$ cat config.mk
export PLATFORM = sky130hd
export DESIGN_NAME = match_timer
export DESIGN_NICKNAME = d
export VERILOG_FILES = /design/src/rtl/tmr_pkg.sv /design/src/rtl/tmr_prescale.sv /design/src/rtl/tmr_count.sv /design/src/rtl/tmr_regs.sv /design/src/rtl/match_timer.sv
export SDC_FILE = /design/constraint.sdc
export NUM_CORES = 1
export LEC_CHECK = 0
export BUFFER_PORTS_ARGS = -buffer_cell sky130_fd_sc_hd__clkbuf_2
export CAP_MARGIN = 30
export CORE_ASPECT_RATIO = 0.9
export CORE_MARGIN = 2
export CORE_UTILIZATION = 40
export CTS_CLUSTER_SIZE = 24
export DETAILED_ROUTE_END_ITERATION = 10
export GPL_ROUTABILITY_DRIVEN = 1
export HOLD_SLACK_MARGIN = 0.06
export PLACE_DENSITY_LB_ADDON = 0.12
export SLEW_MARGIN = 20
export SYNTH_ARGS = -nofsm -noshare
export SYNTH_HDL_FRONTEND = slang
export SYNTH_SLANG_ARGS = --single-unit
$ cat constraint.sdc
create_clock -name clk -period 3.2 [get_ports clk]
set_clock_uncertainty 0.15 [all_clocks]
set_input_delay 0.32 -clock clk [delete_from_list [all_inputs] [get_ports clk]]
set_output_delay 0.32 -clock clk [all_outputs]
set_load 0.1 [all_outputs]
$ cat src/rtl/tmr_pkg.sv
package tmr_pkg;
  localparam int ADDR_W = 8;

  localparam logic [ADDR_W-1:0] OFS_FLAG  = 8'h00;
  localparam logic [ADDR_W-1:0] OFS_CTL   = 8'h04;
  localparam logic [ADDR_W-1:0] OFS_CNT   = 8'h08;
  localparam logic [ADDR_W-1:0] OFS_PRE   = 8'h0C;
  localparam logic [ADDR_W-1:0] OFS_ACT   = 8'h14;
  localparam logic [ADDR_W-1:0] OFS_CMP   = 8'h18;
  localparam logic [ADDR_W-1:0] OFS_SRC   = 8'h70;

  localparam int CTL_RUN  = 0;
  localparam int CTL_HOLD = 1;
  localparam int CTL_W    = 2;
  localparam int SRC_W    = 2;

  // Action bits on a match: bit 2 halt, bit 1 clear, bit 0 interrupt
  typedef struct packed {
    logic halt;
    logic clr;
    logic irq;
  } act_t;

  localparam int ACT_W = $bits(act_t);
endpackage

$ cat src/rtl/tmr_prescale.sv
module tmr_prescale #(
  parameter int W = 32
) (
  input  logic         clk,
  input  logic         rst_n,
  input  logic         run,
  input  logic         clr,
  input  logic [W-1:0] limit,
  output logic         tick
);
  logic [W-1:0] pre_q, pre_d;
  logic         pre_en;

  // >= keeps a lowered limit from forcing a full wrap of the divider
  assign tick   = run && !clr && (pre_q >= limit);
  assign pre_en = run || clr;

  always_comb begin
    pre_d = pre_q + 1'b1;
    if (clr || tick) pre_d = '0;
  end

  always_ff @(posedge clk or negedge rst_n) begin
    if (!rst_n)      pre_q <= '0;
    else if (pre_en) pre_q <= pre_d;
  end
endmodule

$ cat src/rtl/tmr_count.sv
module tmr_count #(
  parameter int W = 32
) (
  input  logic         clk,
  input  logic         rst_n,
  input  logic         tick,
  input  logic         hold,
  input  logic         load,
  input  logic [W-1:0] load_val,
  input  logic [W-1:0] cmp_val,
  input  logic         cmp_wr,
  input  logic         clr_on_hit,
  input  logic         halt_on_hit,
  output logic [W-1:0] count,
  output logic         hit
);
  logic [W-1:0] cnt_q, cnt_d;
  logic         seen_q, seen_d;

  assign hit   = tick && (cnt_q == cmp_val) && !seen_q;
  assign count = cnt_q;

  always_comb begin
    if (hold)                     cnt_d = '0;
    else if (load)                cnt_d = load_val;
    else if (hit && clr_on_hit)   cnt_d = '0;
    else if (hit && halt_on_hit)  cnt_d = cnt_q;
    else if (tick)                cnt_d = cnt_q + 1'b1;
    else                          cnt_d = cnt_q;
  end

  // Remember a match on the current value until the value moves
  always_comb begin
    if (hold || load || cmp_wr) seen_d = 1'b0;
    else if (cnt_d != cnt_q)    seen_d = 1'b0;
    else                        seen_d = seen_q || hit;
  end

  always_ff @(posedge clk or negedge rst_n) begin
    if (!rst_n) begin
      cnt_q  <= '0;
      seen_q <= 1'b0;
    end else begin
      cnt_q  <= cnt_d;
      seen_q <= seen_d;
    end
  end
endmodule

$ cat src/rtl/tmr_regs.sv
module tmr_regs
  import tmr_pkg::*;
#(
  parameter int W = 32
) (
  input  logic              clk,
  input  logic              rst_n,
  input  logic [ADDR_W-1:0] bus_addr,
  input  logic              bus_we,
  input  logic [W-1:0]      bus_wdata,
  output logic [W-1:0]      bus_rdata,
  input  logic              hit,
  input  logic [W-1:0]      count,
  output logic [CTL_W-1:0]  ctl,
  output act_t              act,
  output logic [W-1:0]      prescale,
  output logic [W-1:0]      cmp,
  output logic [SRC_W-1:0]  src,
  output logic              flag,
  output logic              cnt_load,
  output logic              cmp_wr
);
  logic             wr_flag, wr_ctl, wr_pre, wr_act, wr_src;
  logic             flag_d;
  logic [CTL_W-1:0] ctl_d;

  assign wr_flag  = bus_we && (bus_addr == OFS_FLAG);
  assign wr_ctl   = bus_we && (bus_addr == OFS_CTL);
  assign cnt_load = bus_we && (bus_addr == OFS_CNT);
  assign wr_pre   = bus_we && (bus_addr == OFS_PRE);
  assign wr_act   = bus_we && (bus_addr == OFS_ACT);
  assign cmp_wr   = bus_we && (bus_addr == OFS_CMP);
  assign wr_src   = bus_we && (bus_addr == OFS_SRC);

  // A new match wins over a simultaneous clear
  always_comb begin
    flag_d = flag;
    if (wr_flag && bus_wdata[0]) flag_d = 1'b0;
    if (hit && act.irq)          flag_d = 1'b1;
  end

  // A software write wins over the halt action
  always_comb begin
    ctl_d = ctl;
    if (hit && act.halt) ctl_d[CTL_RUN] = 1'b0;
    if (wr_ctl)          ctl_d = bus_wdata[CTL_W-1:0];
  end

  always_ff @(posedge clk or negedge rst_n) begin
    if (!rst_n) begin
      flag <= 1'b0;
      ctl  <= '0;
    end else begin
      flag <= flag_d;
      ctl  <= ctl_d;
    end
  end

  always_ff @(posedge clk or negedge rst_n) begin
    if (!rst_n)      prescale <= '0;
    else if (wr_pre) prescale <= bus_wdata;
  end

  always_ff @(posedge clk or negedge rst_n) begin
    if (!rst_n)      cmp <= '0;
    else if (cmp_wr) cmp <= bus_wdata;
  end

  always_ff @(posedge clk or negedge rst_n) begin
    if (!rst_n)      act <= '0;
    else if (wr_act) act <= act_t'(bus_wdata[ACT_W-1:0]);
  end

  always_ff @(posedge clk or negedge rst_n) begin
    if (!rst_n)      src <= '0;
    else if (wr_src) src <= bus_wdata[SRC_W-1:0];
  end

  always_comb begin
    bus_rdata = '0;
    case (bus_addr)
      OFS_FLAG: bus_rdata[0]          = flag;
      OFS_CTL:  bus_rdata[CTL_W-1:0]  = ctl;
      OFS_CNT:  bus_rdata             = count;
      OFS_PRE:  bus_rdata             = prescale;
      OFS_ACT:  bus_rdata[ACT_W-1:0]  = act;
      OFS_CMP:  bus_rdata             = cmp;
      OFS_SRC:  bus_rdata[SRC_W-1:0]  = src;
      default:  bus_rdata             = '0;
    endcase
  end
endmodule

$ cat src/rtl/match_timer.sv
module match_timer
  import tmr_pkg::*;
#(
  parameter int DATA_W = 32
) (
  input  logic              clk,
  input  logic              rst_n,
  input  logic [ADDR_W-1:0] bus_addr,
  input  logic              bus_we,
  input  logic [DATA_W-1:0] bus_wdata,
  output logic [DATA_W-1:0] bus_rdata,
  output logic              irq_o
);
  logic [CTL_W-1:0]  ctl;
  act_t              act;
  logic [DATA_W-1:0] prescale, cmp, count;
  logic [SRC_W-1:0]  src;
  logic              flag, cnt_load, cmp_wr;
  logic              run, hold, tick, hit;

  assign hold  = ctl[CTL_HOLD];
  assign run   = ctl[CTL_RUN] && (src == '0);
  assign irq_o = flag;

  tmr_regs #(.W(DATA_W)) u_regs (
    .clk(clk), .rst_n(rst_n),
    .bus_addr(bus_addr), .bus_we(bus_we), .bus_wdata(bus_wdata),
    .bus_rdata(bus_rdata),
    .hit(hit), .count(count),
    .ctl(ctl), .act(act), .prescale(prescale), .cmp(cmp), .src(src),
    .flag(flag), .cnt_load(cnt_load), .cmp_wr(cmp_wr)
  );

  tmr_prescale #(.W(DATA_W)) u_pre (
    .clk(clk), .rst_n(rst_n),
    .run(run), .clr(hold), .limit(prescale),
    .tick(tick)
  );

  tmr_count #(.W(DATA_W)) u_cnt (
    .clk(clk), .rst_n(rst_n),
    .tick(tick), .hold(hold),
    .load(cnt_load), .load_val(bus_wdata),
    .cmp_val(cmp), .cmp_wr(cmp_wr),
    .clr_on_hit(act.clr), .halt_on_hit(act.halt),
    .count(count), .hit(hit)
  );
endmodule

======== After elaboration in Yosys (flattened, before gate mapping) ========
Index checks and enable logic that the tools add are counted.
word-level totals
  register bits after elaboration ......... 137
  input port bits ......................... 43
  output and inout port bits .............. 33
  logic and storage cells ................. 66
cells by class
  add/sub/neg operators ................... 2
  magnitude comparators ................... 1
  equal/unequal tests ..................... 8
  mux-type cells .......................... 16
  reduce and logical (&&, ||, !) cells .... 27
operators by type and width
  kind                                           count
  2-to-1 mux 32 bit                              6
  one-hot mux 29 bit (3 select lines)            1
  adder 32 x 1 -> 32 bit, second input constant  2
  == test 32 bit                                 1
  >= comparator 32 bit                           1
  != test 32 bit                                 1
  == test 8 x 4 -> 1 bit, second input constant  2
  == test 8 x 5 -> 1 bit, second input constant  2
  logical AND 1 bit                              16
  == test 8 x 3 -> 1 bit, second input constant  1
  == test 8 x 7 -> 1 bit, second input constant  1
  logical NOT 8 bit                              1
  one-hot mux 1 bit (7 select lines)             1
  2-to-1 mux 1 bit                               6
  one-hot mux 1 bit (6 select lines)             1
  logical OR 1 bit                               5
  one-hot mux 1 bit (4 select lines)             1
  nonzero test 2 bit                             2
  logical NOT 1 bit                              2
  logical NOT 2 bit                              1

======== Depth between registers and ports, before layout ========
Gate-level depths: netlist of the first run.
  depth in word-level cells ............... 14
  mapped depth ............................ 13
  mapped depth without buffers ............ 11

======== Cells and area by module ========
Synthesis of the first run repeated with hierarchy kept, for this count alone.
unflattened totals
  cell total of the unflattened synthesis .. 907
  area, all modules ....................... 8,926.1 um^2
by module, submodules not included
  module        times used  cells an instance  area each (um^2)  seq. area each (um^2)
  tmr_regs      1           260                3,544.6           1,801.7
  tmr_count     1           365                2,880.3           825.8
  tmr_prescale  1           281                2,488.6           800.8
  match_timer   1           1                  12.5              0.0

======== Worst setup path after synthesis of the first run ========
No wires, ideal clock.
  path kind ............................... input-to-output
  start point ............................. input port bus_addr[7]
  end point ............................... output port bus_rdata[0]
  arrival time ............................ 3,597 ps
  data required time ...................... 2,730 ps
  path slack .............................. -867 ps
  stages on the path ...................... 4
  buffers on the path ..................... 0
  path through ............................ or4_1 nor4_1 a221oi_1 o21ai_0
between the ends
  longest elaborated chain between the ends .. 2
  elaborated cells between the ends (all ways) .. 8
  those cells by class .................... eq/ne: 6; mux: 1; reduce/logical: 1
RTL lines
  element                                         line               text
  from (decl)                                     match_timer.sv:8   input logic [ADDR_W-1:0] bus_addr,
  == test 8 x 7 -> 1 bit (tied with other cells)  tmr_regs.sv:81     case (bus_addr)
  one-hot mux 1 bit (7 select lines) *            tmr_regs.sv:81
  to (decl)                                       match_timer.sv:11  output logic [DATA_W-1:0] bus_rdata,
Every way passes the cells marked *; elsewhere a longest branch is shown, timed or not.

======== Worst setup path in the final report of the first run ========
  start point ............................. register u_regs.prescale[0]
  end point ............................... register u_cnt.seen_q
between the ends
  longest elaborated chain between the ends .. 12
  elaborated cells between the ends (all ways) .. 15
  those cells by class .................... order compare: 1; eq/ne: 1; mux: 7; reduce/logical: 6
RTL lines
  element                         line                text
  from (decl)                     tmr_regs.sv:16      output logic [W-1:0] prescale,
  from (signal assigned)          tmr_regs.sv:61      else if (wr_pre) prescale <= bus_wdata;
  >= comparator 32 bit *          tmr_prescale.sv:15  assign tick = run && !clr && (pre_q >= limit);
  logical AND 1 bit *             tmr_prescale.sv:15
  logical AND 1 bit (2 in a row)  tmr_count.sv:20     assign hit = tick && (cnt_q == cmp_val) && !seen_q;
  logical AND 1 bit               tmr_count.sv:27     else if (hit && halt_on_hit) cnt_d = cnt_q;
  2-to-1 mux 32 bit               tmr_count.sv:27
  2-to-1 mux 32 bit               tmr_count.sv:26     else if (hit && clr_on_hit) cnt_d = '0;
  2-to-1 mux 32 bit               tmr_count.sv:25     else if (load) cnt_d = load_val;
  2-to-1 mux 32 bit               tmr_count.sv:24     if (hold) cnt_d = '0;
  != test 32 bit                  tmr_count.sv:35     else if (cnt_d != cnt_q) seen_d = 1'b0;
  2-to-1 mux 1 bit *              tmr_count.sv:35
  2-to-1 mux 1 bit *              tmr_count.sv:34     if (hold || load || cmp_wr) seen_d = 1'b0;
  net u_cnt.seen_d                tmr_count.sv:18     logic seen_q, seen_d;
  to (signal assigned)            tmr_count.sv:45     seen_q <= seen_d;
  to (decl)                       tmr_count.sv:18
The timed path passes the listed nets; every way through them passes the cells marked *.
A chain may end at the register's enable or synchronous reset.

==> results.sh, run 1 <==
export IMPL_run_status="finished with violations"
export IMPL_failed_checks="setup timing"
export IMPL_routed_wire_length_per_instance_um=20.02
export IMPL_fmax_ghz=0.3098
export IMPL_ctsRootBufferMaster="clkbuf_16"
export IMPL_placement_rows=51
export IMPL_clock_tree_htree_level_count=4
export IMPL_multi_input_comb_area_sq_um=5131
export IMPL_fin_nets=1260
export IMPL_cts_tree="done"
export IMPL_unique_masters_post_synth=64
export IMPL_drive_gt1_frac=0.2544
export IMPL_first_global_vias=7955
export IMPL_synth_avg_cell_area_sq_um=8.746
export IMPL_worst_r2r_endpoint="u_cnt.seen_q"
export IMPL_cp_max_fo=5
export IMPL_timing_hold_worst_start="bus_wdata[13]"
export IMPL_start_util=0.4071
export IMPL_finalSetupViolations=1
export IMPL_period_share=1.009
export IMPL_cts_sinks=137
export IMPL_leakage_nw=5.293
export IMPL_timing_hold_worst_endpoint="u_regs.prescale[13]"
export IMPL_final_period_minus_worst_setup_slack_ns=3.228
export IMPL_ir_drop_uv=268.3
export IMPL_leading_register_cell_type_out_of_synthesis="dfrtp_1"
export IMPL_postSynthCellCount=1007
export IMPL_detail_route_wirelength_um=29750
export IMPL_final_cell_area_sq_um=11690
export IMPL_slowest_delay_ns=0.49
export IMPL_groute_usage_overall=0.2652
export IMPL_yosys_register_bits=137
export IMPL_setup_total_negative_slack_ns=-0.02815
export IMPL_synth_largest_area_cell="dfrtp_1"
export IMPL_r2r_start="u_regs.prescale[0]"
export IMPL_timing_final_hold_violations=0
export IMPL_async_reset_ff_frac=1.000
export IMPL_power_density_nw_per_um2=389.3
export IMPL_synth_largest_type_area_fraction=0.3893
export IMPL_first_pass_iters=5
export IMPL_synth_yosys_seq_area_share=0.3893
export IMPL_crit_path_cell_chain="ha_1 -> nand4_1 -> nor2_1 -> o31a_1 -> o41ai_4 -> nand2_2 -> a21boi_2 -> mux2i_1 -> or4_4 -> nor4b_4"
export IMPL_worstSkewPairLatency_ns=0.43
export IMPL_num_io_pins=76
export IMPL_drc=0
export IMPL_crit_path_category="register to register"
export IMPL_dr_total_vias=8111
export IMPL_antenna_left=0
export IMPL_synth_top_cells_by_area="dfrtp_1 (39%), xnor2_1 (6.5%), nand2_1 (6.2%), o21ai_0 (5.9%), ha_1 (4.8%)"
export IMPL_synth_edff_count=0
export IMPL_dieArea_sq_um=23220
export IMPL_post_layout_total_power_w=0.004552
export IMPL_required_ns=3.38
export IMPL_gp_congestion=0.9378
export IMPL_globalRouteOverflowTotal=0
export IMPL_drt_first_iter_violations=536
export IMPL_critical_path_slowest_cell="or4_4"
export IMPL_setup_ws_ns=-0.02815
export IMPL_r2r_setup_slack_ns=-0.03
export IMPL_worst_slew_pin_slew_ns=0.6422
export IMPL_antenna_diode_count=0
export IMPL_placed_standard_cell_area_sq_um=10610
export IMPL_slew_violations=0
export IMPL_grt_setup_unrepaired="true"
export IMPL_register_area_sq_um=3428
export IMPL_max_cap_violations=0
export IMPL_syn_area_sq_um=8807
export IMPL_max_clock_path_buffers=2
export IMPL_detailedPlacementHpwl_um=22410
export IMPL_yosysWarnings=0
export IMPL_nFillCells=2036
export IMPL_slew_headroom=0.5658
export IMPL_cts_clk_slew_worst_paths_ns=0.06
export IMPL_worstSetupEndpointType="register"
export IMPL_wire_length_of_the_first_global_routing_pass_um=46550
export IMPL_timing_critical_path_arrival_ns=3.41
export IMPL_worst_r2r_cell_count=10
export IMPL_origin_of_the_worst_setup_path="u_regs.prescale[0]"
export IMPL_grt_start_max_net_pins=63
export IMPL_number_of_cells_on_the_worst_hold_path=3
export IMPL_die_height_um=144.8
export IMPL_timing_critical_path_from_type="register"
export IMPL_hold_class="input pin to register"
export IMPL_mappedNetlistNets=1084
export IMPL_initial_antenna_violation_count=0
export IMPL_route_detailed_vias_per_inst=5.458
export IMPL_area_growth_synth_to_final_pct=32.77
export IMPL_coreArea_sq_um=21630
export IMPL_buffer_ports_inserted=75
export IMPL_tritoncts_num_buffers=17
export IMPL_die_width_um=160.4
## critical path: cells and delay by family (launching register included)
family / cells / cell delay (ns)
AOI/OAI and AO/OA: 3 / 1.02
adders and majority gates: 1 / 0.29
DFF: 1 / 0.43
muxes: 1 / 0.09
and+or+nand+nor: 5 / 1.15
## repair_timing
action,in CTS,in global routing
buffers inserted,5,6
endpoints found under the setup margin,16,29
hold buffers,25,0
pin swaps,9,13
gates resized for setup,14,24
hold endpoints to repair,88,0
## state kept, by name (all words and copies together), names as in the netlist
| register | cells |
|---|---|
| u_cnt.seen_q | 1 |
| u_regs.ctl | 2 |
| u_regs.flag | 1 |
| u_regs.src | 2 |
| u_regs.cmp | 32 |
| u_regs.act | 3 |
| u_cnt.count | 32 |
| u_regs.prescale | 32 |
| u_pre.pre_q | 32 |
## stage by stage
stage          cells  hold slack [ns]  utilization  setup WS [ns]
4_1_cts         1480          0.06484       0.5332        0.01763
3_3_place_gp    1419           0.1409       0.4903        -0.1707
2_1_floorplan   1007          -0.1256            -        -0.3763
3_5_place_dp    1419           0.1426       0.4903        -0.1864
5_1_grt         1486          0.08099       0.5406        -0.1586
6_report        1486          0.07657       0.5406       -0.02815
## cell usage after synthesis (4+ instances only)
master and instances:
xor2_1 18, o21ai_0 103, a31oi_1 4, and4_1 7, nor4_1 5, nand3_1 36, or3b_2 4, inv_1 45
xnor2_1 65, and3_1 21, nand2_1 146, or3_1 4, ha_1 34, nor2b_1 6, a21boi_0 6, or4_1 4
nor3_1 15, clkbuf_1 34, nor2_1 74, a21oi_1 41, a22oi_1 19, nand4_1 32, dfrtp_1 137, and2_1 6
buf_2 14, mux2_2 37, mux2i_1 31
## cell usage in the layout (no fill, tap or decap), types with 25 or more instances in the layout
master,n
nand4_1,32
xnor2_1,64
dfrtp_1,137
o21ai_1,29
nor2_1,72
buf_4,107
dlygate4sd3_1,25
buf_12,37
inv_1,36
o21ai_0,73
a21oi_1,39
ha_1,29
nand2_1,144
nand3_1,34
clkbuf_2,42
mux2_2,37
mux2i_1,31
## area by class of cell
cell class | count | share of cell area
Sequential cell | 137 | 0.2932
Multi-Input combinational cell | 769 | 0.4388
Clock buffer | 22 | 0.04141
Inverter | 45 | 0.01444
Timing Repair Buffer | 213 | 0.1733
Tap cell | 291 | 0.03114
Clock inverter | 9 | 0.007704
## worst max-delay path by stage
| stage | end | cells past startpoint | slack (ns) |
|---|---|---|---|
| 6_report | u_cnt.seen_q | 10 | -0.03 |
| 5_1_grt | u_cnt.seen_q | 10 | -0.16 |
| 4_1_cts | u_cnt.seen_q | 11 | 0.02 |
| 3_5_place_dp | u_cnt.seen_q | 12 | -0.19 |
| 3_3_place_gp | u_cnt.seen_q | 12 | -0.17 |
| 2_1_floorplan | bus_rdata[14] | 4 | -0.38 |
## per-layer routing
layer	vias to the layer above	GRT usage	share of wire
li1	3906	-	-
met1	3936	0.3752	0.47
met2	235	0.4201	0.45
met3	34	0.04674	0.061
met4	0	0.07349	0.018
met5	-	0	0
## cells by family (layout without fill, tap and decap cells)
logic type                 count (synthesis)  after routing  synth area share
AOI/OAI and AO/OA                        207            207            0.1402
xor gates and xnor gates                  83             83           0.08254
adders and majority gates                 34             34           0.04830
buffers and inverters                    101            289           0.04802
DFF                                      137            137            0.3893
muxes                                     68             68           0.08254
and+or+nand+nor                          377            377            0.2091
## power by group
part           switching, W  internal (W)  leakage, nW
Sequential        0.0000702       0.00182         1.76
Clock              0.000810       0.00115        0.279
Combinational      0.000402      0.000301         3.26
Total               0.00128       0.00327         5.29
(Power assumes the default switching activity.)
==> run 2, diff against run 1 <==
--- a/config.mk
+++ b/config.mk
@@ -8,7 +8,6 @@
 export BUFFER_PORTS_ARGS = -buffer_cell sky130_fd_sc_hd__clkbuf_2
 export CAP_MARGIN = 30
 export CORE_ASPECT_RATIO = 0.9
-export CORE_MARGIN = 2
 export CORE_UTILIZATION = 40
 export CTS_CLUSTER_SIZE = 24
 export DETAILED_ROUTE_END_ITERATION = 10
==> results.sh, run 2 (synthesized netlist as in run 1, its figures left out) <==
export IMPL_drt_first_iter_violations=636
export IMPL_sw_frac_of_total=0.2688
export IMPL_cts_tree="done"
export IMPL_worst_slew_pin_slew_ns=0.7486
export IMPL_cp_max_fo=4
export IMPL_r2r_start="u_regs.prescale[0]"
export IMPL_slew_headroom=0.4939
export IMPL_drive_gt1_frac=0.2604
export IMPL_timing_hold_worst_endpoint="u_cnt.count[29]"
export IMPL_run_status="complete, no violations"
export IMPL_number_of_cells_on_the_worst_hold_path=3
export IMPL_first_global_vias=7975
export IMPL_route_detailed_vias_per_inst=5.506
export IMPL_ctsRootBufferMaster="clkbuf_16"
export IMPL_detailedPlacementHpwl_um=22420
export IMPL_grt_start_max_net_pins=59
export IMPL_power_density_nw_per_um2=396.5
export IMPL_hold_class="input pin to register"
export IMPL_timing_critical_path_from_type="register"
export IMPL_wire_length_of_the_first_global_routing_pass_um=46130
export IMPL_coreArea_sq_um=21630
export IMPL_crit_path_category="register to register"
export IMPL_area_growth_synth_to_final_pct=34.65
export IMPL_timing_final_hold_violations=0
export IMPL_worstSetupEndpointType="register"
export IMPL_die_height_um=142.8
export IMPL_nFillCells=2004
export IMPL_fin_nets=1270
export IMPL_initial_antenna_violation_count=0
export IMPL_cts_clk_slew_worst_paths_ns=0.06
export IMPL_finalSetupViolations=0
export IMPL_final_cell_area_sq_um=11860
export IMPL_drc=0
export IMPL_period_share=0.9837
export IMPL_layout_common_cells="nand2_1 (144), dfrtp_1 (137), buf_4 (115), nor2_1 (72), o21ai_0 (72)"
export IMPL_routed_wire_length_per_instance_um=20.03
export IMPL_timing_hold_worst_start="bus_wdata[29]"
export IMPL_fmax_ghz=0.3177
export IMPL_gp_congestion=0.9151
export IMPL_antenna_diode_count=0
export IMPL_finalHoldWorstSlack_ns=0.07621
export IMPL_seq_power_share=0.400
export IMPL_clock_tree_htree_level_count=4
export IMPL_p_comb_frac=0.153
export IMPL_power_report_internal_total_w=0.003438
export IMPL_detail_route_wirelength_um=29980
export IMPL_dr_total_vias=8242
export IMPL_die_width_um=158.4
export IMPL_start_util=0.4071
export IMPL_final_period_minus_worst_setup_slack_ns=3.148
export IMPL_grt_setup_unrepaired="true"
export IMPL_slew_violations=0
export IMPL_first_pass_iters=7
export IMPL_p_clk_frac=0.447
export IMPL_power_net_switching_w=0.001264
export IMPL_max_cap_violations=0
export IMPL_cts_sinks=137
export IMPL_groute_usage_overall=0.2760
export IMPL_r2r_setup_slack_ns=0.05
export IMPL_num_io_pins=76
export IMPL_timing_critical_path_arrival_ns=3.33
export IMPL_final_core_area_utilization=0.5482
export IMPL_worst_r2r_endpoint="u_cnt.seen_q"
export IMPL_buffer_ports_inserted=75
export IMPL_placement_rows=51
export IMPL_dieArea_sq_um=22620
export IMPL_setup_ws_ns=0.05229
export IMPL_required_ns=3.38
export IMPL_placed_standard_cell_area_sq_um=10690
export IMPL_worst_r2r_cell_count=10
export IMPL_antenna_left=0
export IMPL_tritoncts_num_buffers=17
export IMPL_worstSkewPairLatency_ns=0.43
export IMPL_globalRouteOverflowTotal=0
export IMPL_ir_drop_uv=333.3
export IMPL_max_clock_path_buffers=2
export IMPL_place_worst_setup_slack_ns=-0.1755
export IMPL_final_common_cell="nand2_1"
export IMPL_leakage_nw=5.361
[run 2: cell count changes in the layout (fill, tap and decap cells not counted), moves of 2 or more]
cell / delta
inv_1: +2
buf_4: +8
ha_1: -3
nor4_2: -2
ha_4: +3
inv_2: -2
bufinv_16: +2
[run 2: layer usage]
layer | vias to the layer above | share of wire | track usage
met4 | 0 | 0.014 | 0.06630
met1 | 4042 | 0.47 | 0.3958
li1 | 3926 | - | -
met5 | - | 0 | 0
met2 | 245 | 0.46 | 0.4324
met3 | 29 | 0.056 | 0.04401
[run 2: final cells by class]
| class | count | area (sq um) | area share |
|---|---|---|---|
| inverters | 45 | 168.9 | 0.01424 |
| multi-input cells | 769 | 5167 | 0.4357 |
| repair buffers | 223 | 2106 | 0.1776 |
| flip-flops and latches | 137 | 3428 | 0.2891 |
| well taps | 291 | 364.1 | 0.03070 |
| clock inverters | 10 | 140.1 | 0.01182 |
| clock buffers | 22 | 484.2 | 0.04083 |
[run 2: worst max-delay path, stage by stage (launching register included)]
cell	delay (ns)
dfrtp_1	0.42
ha_1	0.29
nand4_1	0.11
nor2_1	0.05
o31a_1	0.32
o41ai_4	0.47
nand2_2	0.22
a21boi_2	0.22
mux2i_1	0.09
or4_4	0.48
nor4b_2	0.21
[run 2: per-stage QoR]
stage | instances | TNS, ns | total power (W)
floorplan | 1007 | -0.8660 | 0.002244
global placement | 1429 | -0.4415 | 0.002574
detailed placement | 1429 | -0.9217 | 0.002585
CTS | 1490 | -0.001549 | 0.004710
global route | 1497 | -0.09096 | 0.004871
finish | 1497 | 0 | 0.004702
[run 2: worst max path at each step]
stage,end,depth (start not counted),start
detailed placement,u_cnt.seen_q,12,u_regs.prescale[1]
global route,u_cnt.seen_q,11,u_regs.prescale[1]
finish,u_cnt.seen_q,10,u_regs.prescale[0]
CTS,u_cnt.seen_q,10,u_pre.pre_q[29]
floorplan,bus_rdata[14],4,bus_addr[7]
global placement,u_cnt.seen_q,12,u_regs.prescale[29]
[run 2: power groups by stage]
stage / clock [W] / combinational [W] / sequential (W)
final: 0.00210 / 0.000719 / 0.00188
after global routing: 0.00219 / 0.000786 / 0.00189
after CTS: 0.00213 / 0.000703 / 0.00188
after detailed placement: 0 / 0.000674 / 0.00191
after global placement: 0 / 0.000668 / 0.00191
after floorplan: 0 / 0.000344 / 0.00190
[run 2: what timing repair did]
item,CTS,global route
pin swaps,8,14
resized for setup,20,21
endpoints found under the setup margin,19,30
hold buffers,25,0
buffers inserted,4,7
hold endpoints to repair,98,0
==> run 3, diff against run 2 <==
--- a/config.mk
+++ b/config.mk
@@ -7,7 +7,6 @@
 export LEC_CHECK = 0
 export BUFFER_PORTS_ARGS = -buffer_cell sky130_fd_sc_hd__clkbuf_2
 export CAP_MARGIN = 30
-export CORE_ASPECT_RATIO = 0.9
 export CORE_UTILIZATION = 40
 export CTS_CLUSTER_SIZE = 24
 export DETAILED_ROUTE_END_ITERATION = 10
==> results.sh, run 3 (synthesized netlist as in run 1, its figures left out) <==
export IMPL_run_status="finished with violations"
export IMPL_failed_checks="setup timing"
export IMPL_fin_nets=1284
export IMPL_sw_frac_of_total=0.2777
export IMPL_timing_final_hold_violations=0
export IMPL_slew_headroom=0.4964
export IMPL_placement_rows=53
export IMPL_grt_start_max_net_pins=69
export IMPL_post_layout_total_power_w=0.004778
export IMPL_buffer_ports_inserted=75
export IMPL_final_period_minus_worst_setup_slack_ns=3.237
export IMPL_r2r_start="u_pre.pre_q[7]"
export IMPL_first_global_vias=8059
export IMPL_timing_critical_path_from_type="register"
export IMPL_wire_length_of_the_first_global_routing_pass_um=48070
export IMPL_final_core_area_utilization=0.5577
export IMPL_dieArea_sq_um=22620
export IMPL_worst_slew_pin_slew_ns=0.7475
export IMPL_worstSkewPairLatency_ns=0.44
export IMPL_coreArea_sq_um=21290
export IMPL_max_clock_path_buffers=2
export IMPL_ir_drop_uv=292.0
export IMPL_cts_tree="done"
export IMPL_route_detailed_vias_per_inst=5.503
export IMPL_crit_path_cell_chain="ha_1 -> nand4_1 -> nor2_1 -> o31a_1 -> o41ai_4 -> nand2_2 -> a21boi_2 -> mux2i_1 -> or4_4 -> nor4b_4"
export IMPL_routed_wire_length_per_instance_um=20.89
export IMPL_drt_first_iter_violations=637
export IMPL_cp_max_fo=4
export IMPL_final_common_cell="nand2_1"
export IMPL_hold_class="input pin to register"
export IMPL_first_pass_iters=7
export IMPL_drc=0
export IMPL_dr_total_vias=8227
export IMPL_die_height_um=150.4
export IMPL_groute_usage_overall=0.2910
export IMPL_initial_antenna_violation_count=0
export IMPL_timing_critical_path_arrival_ns=3.42
export IMPL_clock_tree_htree_level_count=4
export IMPL_power_net_switching_w=0.001327
export IMPL_finalSetupViolations=1
export IMPL_leakage_nw=5.451
export IMPL_finalHoldWorstSlack_ns=0.06982
export IMPL_drive_gt1_frac=0.2689
export IMPL_power_density_nw_per_um2=402.5
export IMPL_area_growth_synth_to_final_pct=34.79
export IMPL_grt_setup_unrepaired="true"
export IMPL_slew_violations=0
export IMPL_gp_congestion=0.9912
export IMPL_die_width_um=150.4
export IMPL_max_cap_violations=0
export IMPL_crit_path_category="register to register"
export IMPL_fmax_ghz=0.3089
export IMPL_antenna_diode_count=0
export IMPL_timing_hold_worst_start="bus_wdata[25]"
export IMPL_ctsRootBufferMaster="clkbuf_16"
export IMPL_p_comb_frac=0.154
export IMPL_critical_path_slowest_cell="or4_4"
export IMPL_cts_sinks=137
export IMPL_period_share=1.012
export IMPL_layout_common_cells="nand2_1 (144), dfrtp_1 (136), buf_4 (132), nor2_1 (73), o21ai_0 (69)"
export IMPL_num_io_pins=76
export IMPL_antenna_left=0
export IMPL_start_util=0.4137
export IMPL_power_report_internal_total_w=0.003451
export IMPL_tritoncts_num_buffers=17
export IMPL_slowest_delay_ns=0.50
export IMPL_globalRouteOverflowTotal=0
export IMPL_detail_route_wirelength_um=31240
export IMPL_p_clk_frac=0.453
export IMPL_setup_ws_ns=-0.03740
export IMPL_required_ns=3.39
export IMPL_worstSetupEndpointType="register"
export IMPL_origin_of_the_worst_setup_path="u_pre.pre_q[7]"
export IMPL_seq_power_share=0.393
export IMPL_detailedPlacementHpwl_um=23470
export IMPL_cts_clk_slew_worst_paths_ns=0.06
## run 3: power by group through the flow
| stage | Combinational [W] | Clock, W | Sequential, W |
|---|---|---|---|
| floorplan | 0.000344 | 0 | 0.00190 |
| global placement | 0.000689 | 0 | 0.00190 |
| detailed placement | 0.000691 | 0 | 0.00191 |
| CTS | 0.000719 | 0.00220 | 0.00187 |
| global route | 0.000806 | 0.00226 | 0.00189 |
| finish | 0.000737 | 0.00217 | 0.00188 |
## run 3: area by class of cell
cell class	instances	area, sq um
multi-input cells	769	5157
clock buffers	19	432.9
flip-flops and latches	137	3430
well taps	275	344.1
clock inverters	13	191.4
inverters	45	168.9
fillers	1937	9415
repair buffers	237	2147
## run 3: path summary, 6_finish.rpt
path / slack (ns) / endpoint / cells past startpoint
min: 0.07 / u_regs.prescale[25] / 3
max reg2reg: -0.04 / u_cnt.seen_q / 10
min in group asynchronous: 0.23 / u_regs.act[0] / 2
max: -0.04 / u_cnt.seen_q / 10
min reg2reg: 0.38 / u_regs.act[0] / 2
max in group asynchronous: 1.91 / u_pre.pre_q[18] / 3
## run 3: per-stage QoR
stage	cells	cell area, sq um	setup slack (ns)	setup TNS, ns
2_1_floorplan	1007	8811	-0.3763	-0.8660
3_3_place_gp	1425	10690	-0.1125	-0.1125
3_5_place_dp	1425	10690	-0.1780	-0.3390
4_1_cts	1485	11650	0.01345	0
5_1_grt	1495	11870	-0.1869	-1.401
6_report	1495	11870	-0.03740	-0.03740
## run 3: repair_timing
action                                  4_1_cts  5_1_grt
resized for setup                            14       30
hold buffers                                 23        0
endpoints found under the setup margin       34       60
hold endpoints to repair                     82        0
pin swaps                                     9       18
buffers inserted                              5       10
## run 3: critical path: cells and delay by family, from the launching register on
family / cells / cell delay [ns]
compound gates: 3 / 0.98
simple gates: 5 / 1.18
mux: 1 / 0.10
fa+ha+maj: 1 / 0.32
flops: 1 / 0.40
## run 3: per-layer routing
| metal | routed length [um] | track usage | vias up |
|---|---|---|---|
| li1 | - | - | 3945 |
| met1 | 14850 | 0.4166 | 4045 |
| met2 | 14000 | 0.4401 | 194 |
| met3 | 1634 | 0.05273 | 43 |
| met4 | 749 | 0.09596 | 0 |
| met5 | 0 | 0 | - |
